==> config.mk <==
export PLATFORM = sky130hd
export DESIGN_NAME = prescaled_reload_timer
export DESIGN_NICKNAME = d
export VERILOG_FILES = /design/src/rtl/trt_pkg.sv /design/src/rtl/trt_prescaler.sv /design/src/rtl/trt_count_core.sv /design/src/rtl/prescaled_reload_timer.sv
export SDC_FILE = /design/constraint.sdc
export NUM_CORES = 1
export LEC_CHECK = 0
export BUFFER_PORTS_ARGS = -buffer_cell sky130_fd_sc_hd__buf_2
export CORE_AREA = 3 3 164 166
export CTS_CLUSTER_SIZE = 24
export DETAILED_ROUTE_END_ITERATION = 8
export DIE_AREA = 0 0 167 169
export GPL_ROUTABILITY_DRIVEN = 0
export SLEW_MARGIN = 20
export SYNTH_ARGS = -nofsm -noshare
export SYNTH_HDL_FRONTEND = slang
export SYNTH_HIERARCHICAL = 1
export SYNTH_SLANG_ARGS = --single-unit
export TNS_END_PERCENT = 30
==> constraint.sdc <==
create_clock -name clk -period 3.34 [get_ports clk]
set_input_delay 0.501 -clock clk [delete_from_list [all_inputs] [get_ports clk]]
set_output_delay 0.501 -clock clk [all_outputs]
set_load 0.05 [all_outputs]
==> src/rtl/trt_pkg.sv <==
package trt_pkg;
  localparam int BUS_W = 32;

  localparam logic [4:0] OFS_RELOAD = 5'h00;
  localparam logic [4:0] OFS_COUNT  = 5'h04;
  localparam logic [4:0] OFS_CTRL   = 5'h08;
  localparam logic [4:0] OFS_STAT   = 5'h0C;

  localparam int BIT_RUN_EN = 0;
  localparam int BIT_AUTO   = 1;
  localparam int BIT_IRQ_EN = 2;
  localparam int PRE_LSB    = 8;

  typedef enum logic [2:0] {
    SEL_NONE,
    SEL_RELOAD,
    SEL_COUNT,
    SEL_CTRL,
    SEL_STAT
  } reg_sel_e;
endpackage

==> src/rtl/trt_prescaler.sv <==
module trt_prescaler #(
  parameter int PRE_W = 8
) (
  input  logic             clk,
  input  logic             rst_n,
  input  logic             run,
  input  logic             restart,
  input  logic [PRE_W-1:0] divisor,
  output logic             tick
);
  logic [PRE_W-1:0] phase_q, phase_n;
  logic             wrap;

  assign wrap = (phase_q == divisor);
  assign tick = run && !restart && wrap;

  always_comb begin
    phase_n = phase_q;
    if (!run || restart || wrap) phase_n = '0;
    else                         phase_n = phase_q + 1'b1;
  end

  always_ff @(posedge clk or negedge rst_n) begin
    if (!rst_n) phase_q <= '0;
    else        phase_q <= phase_n;
  end

  // with a nonzero divisor, two ticks never come on adjacent cycles
  assert_tick_gap_R3: assert property (@(posedge clk) disable iff (!rst_n)
    (tick && divisor != '0) |=> !tick);
endmodule

==> src/rtl/trt_count_core.sv <==
module trt_count_core #(
  parameter int CNT_W = 32,
  parameter int PRE_W = 8
) (
  input  logic             clk,
  input  logic             rst_n,
  input  logic             tick,
  input  logic             wr_reload,
  input  logic             wr_count,
  input  logic             wr_ctrl,
  input  logic             clr_flag,
  input  logic [CNT_W-1:0] wval,
  input  logic             cur_en,
  input  logic             cur_auto,
  input  logic [PRE_W-1:0] cur_pre,
  input  logic             new_en,
  input  logic             new_auto,
  input  logic [PRE_W-1:0] new_pre,
  input  logic [CNT_W-1:0] reload_q,
  output logic [CNT_W-1:0] cnt_q,
  output logic             run_q,
  output logic             flag_q,
  output logic             expire
);
  logic [CNT_W-1:0] cnt_n, cnt_wr;
  logic             run_n;
  logic             pre_zero;

  assign pre_zero = (cur_pre == '0);
  assign expire   = tick && (cnt_q == '0);

  always_comb begin
    cnt_n  = cnt_q;
    run_n  = run_q;
    cnt_wr = wval;
    if (wr_reload) begin
      cnt_n = wval;
      run_n = cur_en && (!pre_zero || wval != '0);
    end else if (wr_count) begin
      if (cur_auto && pre_zero && wval == '0) cnt_wr = reload_q;
      cnt_n = cnt_wr;
      run_n = cur_en && (!pre_zero || cnt_wr != '0);
    end else if (wr_ctrl) begin
      cnt_wr = cnt_q;
      if (new_en && new_auto && cnt_q == '0) cnt_wr = reload_q;
      cnt_n = cnt_wr;
      run_n = new_en && (new_pre != '0 || cnt_wr != '0);
    end else if (tick) begin
      if (cnt_q != '0) begin
        cnt_n = cnt_q - 1'b1;
      end else if (cur_auto) begin
        cnt_n = reload_q;
        if (pre_zero && reload_q == '0) run_n = 1'b0;
      end else begin
        run_n = 1'b0;
      end
    end
  end

  always_ff @(posedge clk or negedge rst_n) begin
    if (!rst_n) begin
      cnt_q  <= '0;
      run_q  <= 1'b0;
      flag_q <= 1'b0;
    end else begin
      cnt_q  <= cnt_n;
      run_q  <= run_n;
      flag_q <= expire || (flag_q && !clr_flag);
    end
  end

  // a tick on a nonzero count lowers it by exactly one
  assert_step_down_R3: assert property (@(posedge clk) disable iff (!rst_n)
    (tick && cnt_q != '0) |=> cnt_q == CNT_W'($past(cnt_q) - 1'b1));
  // a stopped timer keeps its count unless software writes
  assert_idle_hold_R4: assert property (@(posedge clk) disable iff (!rst_n)
    (!run_q && !wr_reload && !wr_count && !wr_ctrl) |=> $stable(cnt_q));
  // the flag rises only after an expiry
  assert_flag_source_R7: assert property (@(posedge clk) disable iff (!rst_n)
    $rose(flag_q) |-> $past(expire));
  // a clearing write without a competing expiry drops the flag
  assert_flag_clear_R7: assert property (@(posedge clk) disable iff (!rst_n)
    (clr_flag && !expire) |=> !flag_q);
endmodule

==> src/rtl/prescaled_reload_timer.sv <==
module prescaled_reload_timer #(
  parameter int ADDR_W = 5,
  parameter int CNT_W  = 32,
  parameter int PRE_W  = 8
) (
  input  logic              clk,
  input  logic              rst_n,
  input  logic              bus_wr,
  input  logic [ADDR_W-1:0] bus_addr,
  input  logic [31:0]       bus_wdata,
  output logic [31:0]       bus_rdata,
  output logic              irq
);
  import trt_pkg::*;

  localparam int PRE_HI = PRE_LSB + PRE_W - 1;

  reg_sel_e         sel;
  logic             wr_reload, wr_count, wr_ctrl, wr_stat;
  logic             en_q, auto_q, irqen_q;
  logic [PRE_W-1:0] pre_q;
  logic             en_n, auto_n, irqen_n;
  logic [PRE_W-1:0] pre_n;
  logic [CNT_W-1:0] reload_q, reload_n;
  logic [CNT_W-1:0] cnt_q;
  logic             run_q, flag_q, expire, tick;

  always_comb begin
    case (bus_addr)
      ADDR_W'(OFS_RELOAD): sel = SEL_RELOAD;
      ADDR_W'(OFS_COUNT):  sel = SEL_COUNT;
      ADDR_W'(OFS_CTRL):   sel = SEL_CTRL;
      ADDR_W'(OFS_STAT):   sel = SEL_STAT;
      default:             sel = SEL_NONE;
    endcase
  end

  assign wr_reload = bus_wr && (sel == SEL_RELOAD);
  assign wr_count  = bus_wr && (sel == SEL_COUNT);
  assign wr_ctrl   = bus_wr && (sel == SEL_CTRL);
  assign wr_stat   = bus_wr && (sel == SEL_STAT);

  assign en_n    = bus_wdata[BIT_RUN_EN];
  assign auto_n  = bus_wdata[BIT_AUTO];
  assign irqen_n = bus_wdata[BIT_IRQ_EN];
  assign pre_n   = bus_wdata[PRE_HI:PRE_LSB];
  assign reload_n = wr_reload ? bus_wdata[CNT_W-1:0] : reload_q;

  always_ff @(posedge clk or negedge rst_n) begin
    if (!rst_n) begin
      en_q     <= 1'b0;
      auto_q   <= 1'b0;
      irqen_q  <= 1'b0;
      pre_q    <= '0;
      reload_q <= '0;
    end else begin
      if (wr_ctrl) begin
        en_q    <= en_n;
        auto_q  <= auto_n;
        irqen_q <= irqen_n;
        pre_q   <= pre_n;
      end
      reload_q <= reload_n;
    end
  end

  trt_prescaler #(.PRE_W(PRE_W)) u_pre (
    .clk     (clk),
    .rst_n   (rst_n),
    .run     (run_q),
    .restart (wr_reload || wr_count || wr_ctrl),
    .divisor (pre_q),
    .tick    (tick)
  );

  trt_count_core #(.CNT_W(CNT_W), .PRE_W(PRE_W)) u_core (
    .clk       (clk),
    .rst_n     (rst_n),
    .tick      (tick),
    .wr_reload (wr_reload),
    .wr_count  (wr_count),
    .wr_ctrl   (wr_ctrl),
    .clr_flag  (wr_stat && bus_wdata[0]),
    .wval      (bus_wdata[CNT_W-1:0]),
    .cur_en    (en_q),
    .cur_auto  (auto_q),
    .cur_pre   (pre_q),
    .new_en    (en_n),
    .new_auto  (auto_n),
    .new_pre   (pre_n),
    .reload_q  (reload_q),
    .cnt_q     (cnt_q),
    .run_q     (run_q),
    .flag_q    (flag_q),
    .expire    (expire)
  );

  assign irq = flag_q && irqen_q;

  always_comb begin
    bus_rdata = '0;
    case (sel)
      SEL_RELOAD: bus_rdata[CNT_W-1:0] = reload_q;
      SEL_COUNT:  bus_rdata[CNT_W-1:0] = cnt_q;
      SEL_CTRL: begin
        bus_rdata[BIT_RUN_EN]     = en_q;
        bus_rdata[BIT_AUTO]       = auto_q;
        bus_rdata[BIT_IRQ_EN]     = irqen_q;
        bus_rdata[PRE_HI:PRE_LSB] = pre_q;
      end
      SEL_STAT:   bus_rdata[0] = flag_q;
      default:    bus_rdata = '0;
    endcase
  end

  // the timer never runs while disabled
  assert_run_needs_en_R8: assert property (@(posedge clk) disable iff (!rst_n)
    run_q |-> en_q);
  // a zero reload while enabled with P = 0 leaves the timer stopped
  assert_zero_reload_stop_R10: assert property (@(posedge clk) disable iff (!rst_n)
    (wr_reload && en_q && pre_q == '0 && bus_wdata[CNT_W-1:0] == '0) |=> !run_q);
  // an interrupt-enable write takes effect on the next cycle
  assert_irq_follow_R6: assert property (@(posedge clk) disable iff (!rst_n)
    (wr_ctrl && !irqen_n) |=> !irq);
endmodule

==> results of run 1 <==
==> sequential cells by signal (all words and copies together) (netlist names) <==
register / count
pre_q: 8
auto_q: 1
en_q: 1
reload_q: 32
u_pre/phase_q: 8
u_core/flag_q: 1
u_core/cnt_q: 32
u_core/run_q: 1
irqen_q: 1
==> power by group through the flow <==
stage | Sequential [mW] | Clock [mW] | Combinational (mW)
3_3_place_gp | 1.71 | 0 | 1.54
2_1_floorplan | 1.64 | 0 | 0.988
6_report | 1.71 | 1.14 | 1.58
3_5_place_dp | 1.72 | 0 | 1.55
5_1_grt | 1.75 | 1.20 | 1.72
4_1_cts | 1.70 | 1.15 | 1.56
==> cell usage in the layout (no fill, tap or decap), types with 9 or more instances in the layout <==
cell       netlist  final
a211oi_1        18     18
a21oi_1         70     70
a31oi_1          9      9
buf_2            9     71
buf_4            1     76
clkbuf_16        0      9
dfrtp_1         85     85
inv_1            9      9
mux2_2          14     14
mux2_4          29     29
mux2i_1         33     33
nand2_1         62     62
nand3_1         14     14
nor2_1          73     73
nor3_1          17     16
nor4_1          31     30
o21ai_0         33     33
o22ai_1         22     22
or2_2           13     13
or3_1           13     13
xor2_1          15     15
==> final cells by class <==
cell class / count / area (um^2) / share of cell area, %
repair buffers: 147 / 926 / 11.8
well taps: 335 / 419 / 5.36
multi-input cells: 587 / 3980 / 50.9
clock buffers: 11 / 253 / 3.23
clock inverters: 5 / 81.3 / 1.04
inverters: 9 / 33.8 / 0.432
flip-flops and latches: 85 / 2130 / 27.2
==> cells in the mapped netlist, types with 9 or more instances <==
cell type,number
a211oi_1,18
a21oi_1,70
a31oi_1,9
buf_2,9
clkbuf_1,31
dfrtp_1,85
inv_1,9
mux2_2,14
mux2_4,29
mux2i_1,33
nand2_1,62
nand3_1,14
nor2_1,73
nor3_1,17
nor4_1,31
o21ai_0,33
o22ai_1,22
or2_2,13
or3_1,13
xor2_1,15
==> routing by layer <==
| layer | GRT usage [%] | wire [um] | vias to the layer above |
|---|---|---|---|
| li1 | - | - | 2961 |
| met1 | 22.3 | 10100 | 3152 |
| met2 | 27.3 | 11500 | 417 |
| met3 | 2.55 | 2220 | 60 |
| met4 | 7.03 | 832 | 0 |
| met5 | 0 | 0 | - |
==> worst paths after layout <==
path	from	cells past startpoint	to
max	u_core/cnt_q[3]$_DFFE_PN0P_	8	u_core/cnt_q[7]$_DFFE_PN0P_
min	rst_n	1	irqen_q$_DFFE_PN0P_
max reg2reg	u_core/cnt_q[3]$_DFFE_PN0P_	8	u_core/cnt_q[7]$_DFFE_PN0P_
min reg2reg	u_pre/phase_q[0]$_DFF_PN0_	1	u_pre/phase_q[0]$_DFF_PN0_
max in group asynchronous	rst_n	2	u_core/cnt_q[21]$_DFFE_PN0P_
min in group clk	bus_wdata[19]	2	reload_q[19]$_DFFE_PN0P_
==> cells by family (layout without fill, tap and decap cells) <==
kind of cell	after synthesis	in the layout	synth area share [%]
flops	85	85	33.5
compound gates	206	206	20.5
mux	77	77	14.9
buf+inv	59	172	4.31
fa+ha+maj	3	3	0.591
simple gates	278	278	23.0
xor+xnor	23	23	3.29
==> critical path: stages, from the launching register on <==
cell and delay (ns):
dfrtp_1 0.41, or4_1 0.63, or4_4 0.57, or3_1 0.56
buf_4 0.29, nand3_1 0.09, a21oi_1 0.06, a311oi_1 0.30
a21oi_1 0.14
==> stage by stage <==
step                      setup TNS (ns)  instances  cell area (um^2)
after global routing                   0       1179              7820
after CTS                              0       1179              7820
after global placement             -2.40       1163              7480
final                                  0       1179              7820
after detailed placement               0       1163              7480
after floorplan                        0        731              6360
==> run summary, run 1 <==
power share of the clock group = 25.7%
maximum vdd drop = 0.293 mV
Layout Utilization = 30.3%
PortBufs = 72
worst hold slack = 0.298 ns
Synth area leader = dfrtp_1
CP endpoint kind = flip-flop
Nets = 882
worst min path class = in2async
initial antenna violation count = 0
Die W = 167 um
post-layout power = 4.43 mW
Die ar. = 28200 um^2
power density cells = 567 nW/um^2
Synth area leaders = dfrtp_1 (33%), mux2_4 (6.9%), a21oi_1 (5.5%), mux2i_1 (5.2%), nor2_1 (4.3%)
first-pass GRT wire length = 37700 um
Hold Violations, Final = 0
Post-CTS Setup Inserts = 0
antenna viol nets, final = 0
Net Count, Synth = 774
Chip Height = 169 um
worst-skew pair later-pin latency = 0.35 ns
WL per Instance = 20.9 um
switching share of total power = 38.0%
DPL Wire Length = 17800 um
via count of the first global-routing pass = 6374
Avg Synthesized Cell Area = 8.70 um^2
cell internal pwr = 2.75 mW
Global Route Usage Sum = 16.8%
global route overflow = 0
final worst slack = 0.118 ns
CP Class = reg2reg
cts hold-fix bufs = 0
H-tree Lvls = 3
final WL = 24600 um
Fill cells = 2709
RSZ-0062 raised after global routing = false
#FFs+latches synth = 85
Core Footprint = 25800 um^2
CTS tree = built
Relative slew margins = 32.7%
clock skew = 0.00830 ns
Worst-Margin Slew = 1.01 ns
Max Fanout on Critical Path = 9
CTS Buf Count = 9
largest net degree at the start of global routing = 70
Netlist Area Pre-Place = 6360 um^2
sw power = 1.68 mW
Clock transition at path regs = 0.06 ns
post-synth cell types = 66
via count = 6590
root buffer cell = clkbuf_16
Worst EP arrival = 3.40 ns
Setup WS pre-CTS = 0.0751 ns
DRT Pass-1 Iters = 5
f_max = 310 MHz
setup violators final = 0
Worst EP required = 3.52 ns
Critical Path Start Type = flip-flop
Vias/cell = 5.59
sequential fraction of the synthesis area = 33.5%
clk sinks = 85
post-synth top area share = 33.5%
final antenna diode count = 0
Gate power share = 35.7%
layout cells sized above 1 = 27.4%
asr flop ratio synth = 100%
Clock Path Buffers = 2
drt drc = 0
Initial Util = 24.7%
row cnt = 59
flop2flop setup slack = 0.12 ns
Post-synth EDFFs = 0
fin crit share = 96.5%
outcome = finished clean
Synth warnings = 6
top_reg_cell synth = dfrtp_1
Lkg Pwr = 3.36 nW
max_cap viols = 0
Pins Over Slew Limit = 0
CTS resizes = 0
synth-to-layout area growth = 23.0%
Period minus WS final = 3.22 ns
Iter 0 DRT Violations = 845
sequential share of power = 38.7%
Syn Inst Count = 731
I/O Pins = 73
(Power assumes the default switching activity.)
==> inputs of run 2 (changes only) <==
--- a/config.mk
+++ b/config.mk
@@ -6,10 +6,10 @@
 export NUM_CORES = 1
 export LEC_CHECK = 0
 export BUFFER_PORTS_ARGS = -buffer_cell sky130_fd_sc_hd__buf_2
-export CORE_AREA = 3 3 164 166
+export CORE_AREA = 4 4 165 167
 export CTS_CLUSTER_SIZE = 24
 export DETAILED_ROUTE_END_ITERATION = 8
-export DIE_AREA = 0 0 167 169
+export DIE_AREA = 0 0 169 171
 export GPL_ROUTABILITY_DRIVEN = 0
 export SLEW_MARGIN = 20
 export SYNTH_ARGS = -nofsm -noshare
==> run 2 against run 1 <==
  * Sequential share of layout area up 0.38 points
  * Via count down 0.44%
  * Largest cell class unchanged
  * Clock skew down 0.00066 ns
  * Critical path depth unchanged
  * Die area up 2.4%
  * Cell count down 0.93%
  * Setup slack better by 0.16 ns
  * Highest routed layer is now met5
==> run summary, run 2 (synthesis results as in run 1) <==
largest net degree at the start of global routing = 85
Setup WS pre-CTS = 0.171 ns
Post-CTS Setup Inserts = 0
Critical Path Start Type = flip-flop
row cnt = 59
flop2flop setup slack = 0.28 ns
Crit-path slowest cell = nor4_1
post-layout power = 4.31 mW
root buffer cell = clkbuf_16
CP endpoint kind = flip-flop
Cell Chain, Critical Path = nor4_1 -> buf_4 -> and4b_1 -> nand3_1 -> o22ai_1 -> nand2b_1 -> a21oi_1 -> a21oi_1
sequential share of power = 40.5%
setup TNS = 0 ns
CP Depth = 8
synth-to-layout area growth = 21.3%
Vias/cell = 5.62
Final Instance Area = 7710 um^2
Initial Util = 24.7%
Worst path top cell family by delay = simple AND/OR/NAND/NOR gates
Chip Height = 171 um
via count of the first global-routing pass = 6465
clk sinks = 85
I/O Pins = 73
Iter 0 DRT Violations = 765
final worst slack = 0.276 ns
Lkg Pwr = 3.29 nW
final WL = 24800 um
Top Registers = reload_q: 32 flops, u_core/cnt_q: 32 flops
Hold Path Cell Cnt = 2
Core Footprint = 25800 um^2
Die ar. = 28900 um^2
drt drc = 0
antenna viol nets, final = 0
CTS tree = built
worst hold slack = 0.431 ns
WHS Endpoint = reload_q[19]$_DFFE_PN0P_
global route overflow = 0
Nets = 871
Clock transition at path regs = 0.07 ns
H-tree Lvls = 3
PortBufs = 72
Period minus WS final = 3.06 ns
Bufs and invs on worst path = 1
Worst EP arrival = 3.34 ns
DP Cell Count = 1151
first-pass GRT wire length = 37800 um
r2r endpoint = u_core/cnt_q[26]$_DFFE_PN0P_
Relative slew margins = 37.1%
CP Class = reg2reg
WL per Instance = 21.2 um
DPL Wire Length = 18100 um
via count = 6561
Layout Utilization = 29.9%
largest stage delay on the critical path = 0.56 ns
cell internal pwr = 2.63 mW
worst-skew pair later-pin latency = 0.36 ns
Hold Violations, Final = 0
max_cap viols = 0
switching share of total power = 38.9%
sw power = 1.68 mW
Max Fanout on Critical Path = 7
fin crit share = 91.7%
outcome = finished clean
layout cells sized above 1 = 26.0%
HP Start = bus_wdata[19]
Critical Path Most Common Cell = a21oi_1
power share of the clock group = 23.9%
power density cells = 559 nW/um^2
Gate power share = 35.6%
most common cell after layout, fill and taps aside = dfrtp_1
Die W = 169 um
Worst-Margin Slew = 0.936 ns
Worst EP required = 3.62 ns
maximum vdd drop = 0.266 mV
setup violators final = 0
DRT Pass-1 Iters = 7
CTS Buf Count = 9
clock skew = 0.00764 ns
Reg2Reg Depth = 8
initial antenna violation count = 2
placed standard-cell area = 7400 um^2
worst min path class = in2reg
most frequent cells in the layout = dfrtp_1 (85), nor2_1 (72), buf_2 (71), a21oi_1 (70), buf_4 (63)
non-filler cells, final = 1168
worst r2r src = u_core/cnt_q[24]$_DFFE_PN0P_
f_max = 326 MHz
Pins Over Slew Limit = 0
Global Route Usage Sum = 16.7%
RSZ-0062 raised after global routing = false
Clock Path Buffers = 2
run 2: worst max-delay path by stage:
| stage | end | startpoint |
|---|---|---|
| floorplan | u_core/cnt_q[23]$_DFFE_PN0P_ | bus_addr[1] |
| global placement | u_core/cnt_q[23]$_DFFE_PN0P_ | bus_addr[1] |
| detailed placement | u_core/cnt_q[30]$_DFFE_PN0P_ | bus_addr[1] |
| CTS | u_core/cnt_q[22]$_DFFE_PN0P_ | u_core/cnt_q[24]$_DFFE_PN0P_ |
| global route | u_core/cnt_q[22]$_DFFE_PN0P_ | u_core/cnt_q[24]$_DFFE_PN0P_ |
| finish | u_core/cnt_q[26]$_DFFE_PN0P_ | u_core/cnt_q[24]$_DFFE_PN0P_ |
run 2: repair_timing:
item                                   in CTS  in global routing
endpoints found under the hold margin       1                  0
hold buffers                                1                  0
resized for setup                           0                  0
run 2: layout make-up:
type	count	area, um^2
repair buffers	136	858
inverters	9	33.8
diodes	1	2.50
well taps	335	419
clock inverters	3	46.3
multi-input cells	587	3970
fillers	2714	18100
flip-flops and latches	85	2130
clock buffers	12	246
run 2: routing by layer:
layer | track usage (%) | up-vias | share of wire, %
met4 | 7.46 | 4 | 3.6
met5 | 0 | - | 0.056
li1 | - | 2949 | -
met2 | 27.0 | 362 | 46
met1 | 21.9 | 3174 | 41
met3 | 2.91 | 72 | 8.9
run 2: power groups by stage:
stage | combinational, mW | sequential [mW] | clock [mW]
3_5_place_dp | 1.50 | 1.75 | 0
3_3_place_gp | 1.48 | 1.74 | 0
6_report | 1.53 | 1.74 | 1.03
2_1_floorplan | 0.988 | 1.64 | 0
5_1_grt | 1.66 | 1.79 | 1.08
4_1_cts | 1.51 | 1.73 | 1.05
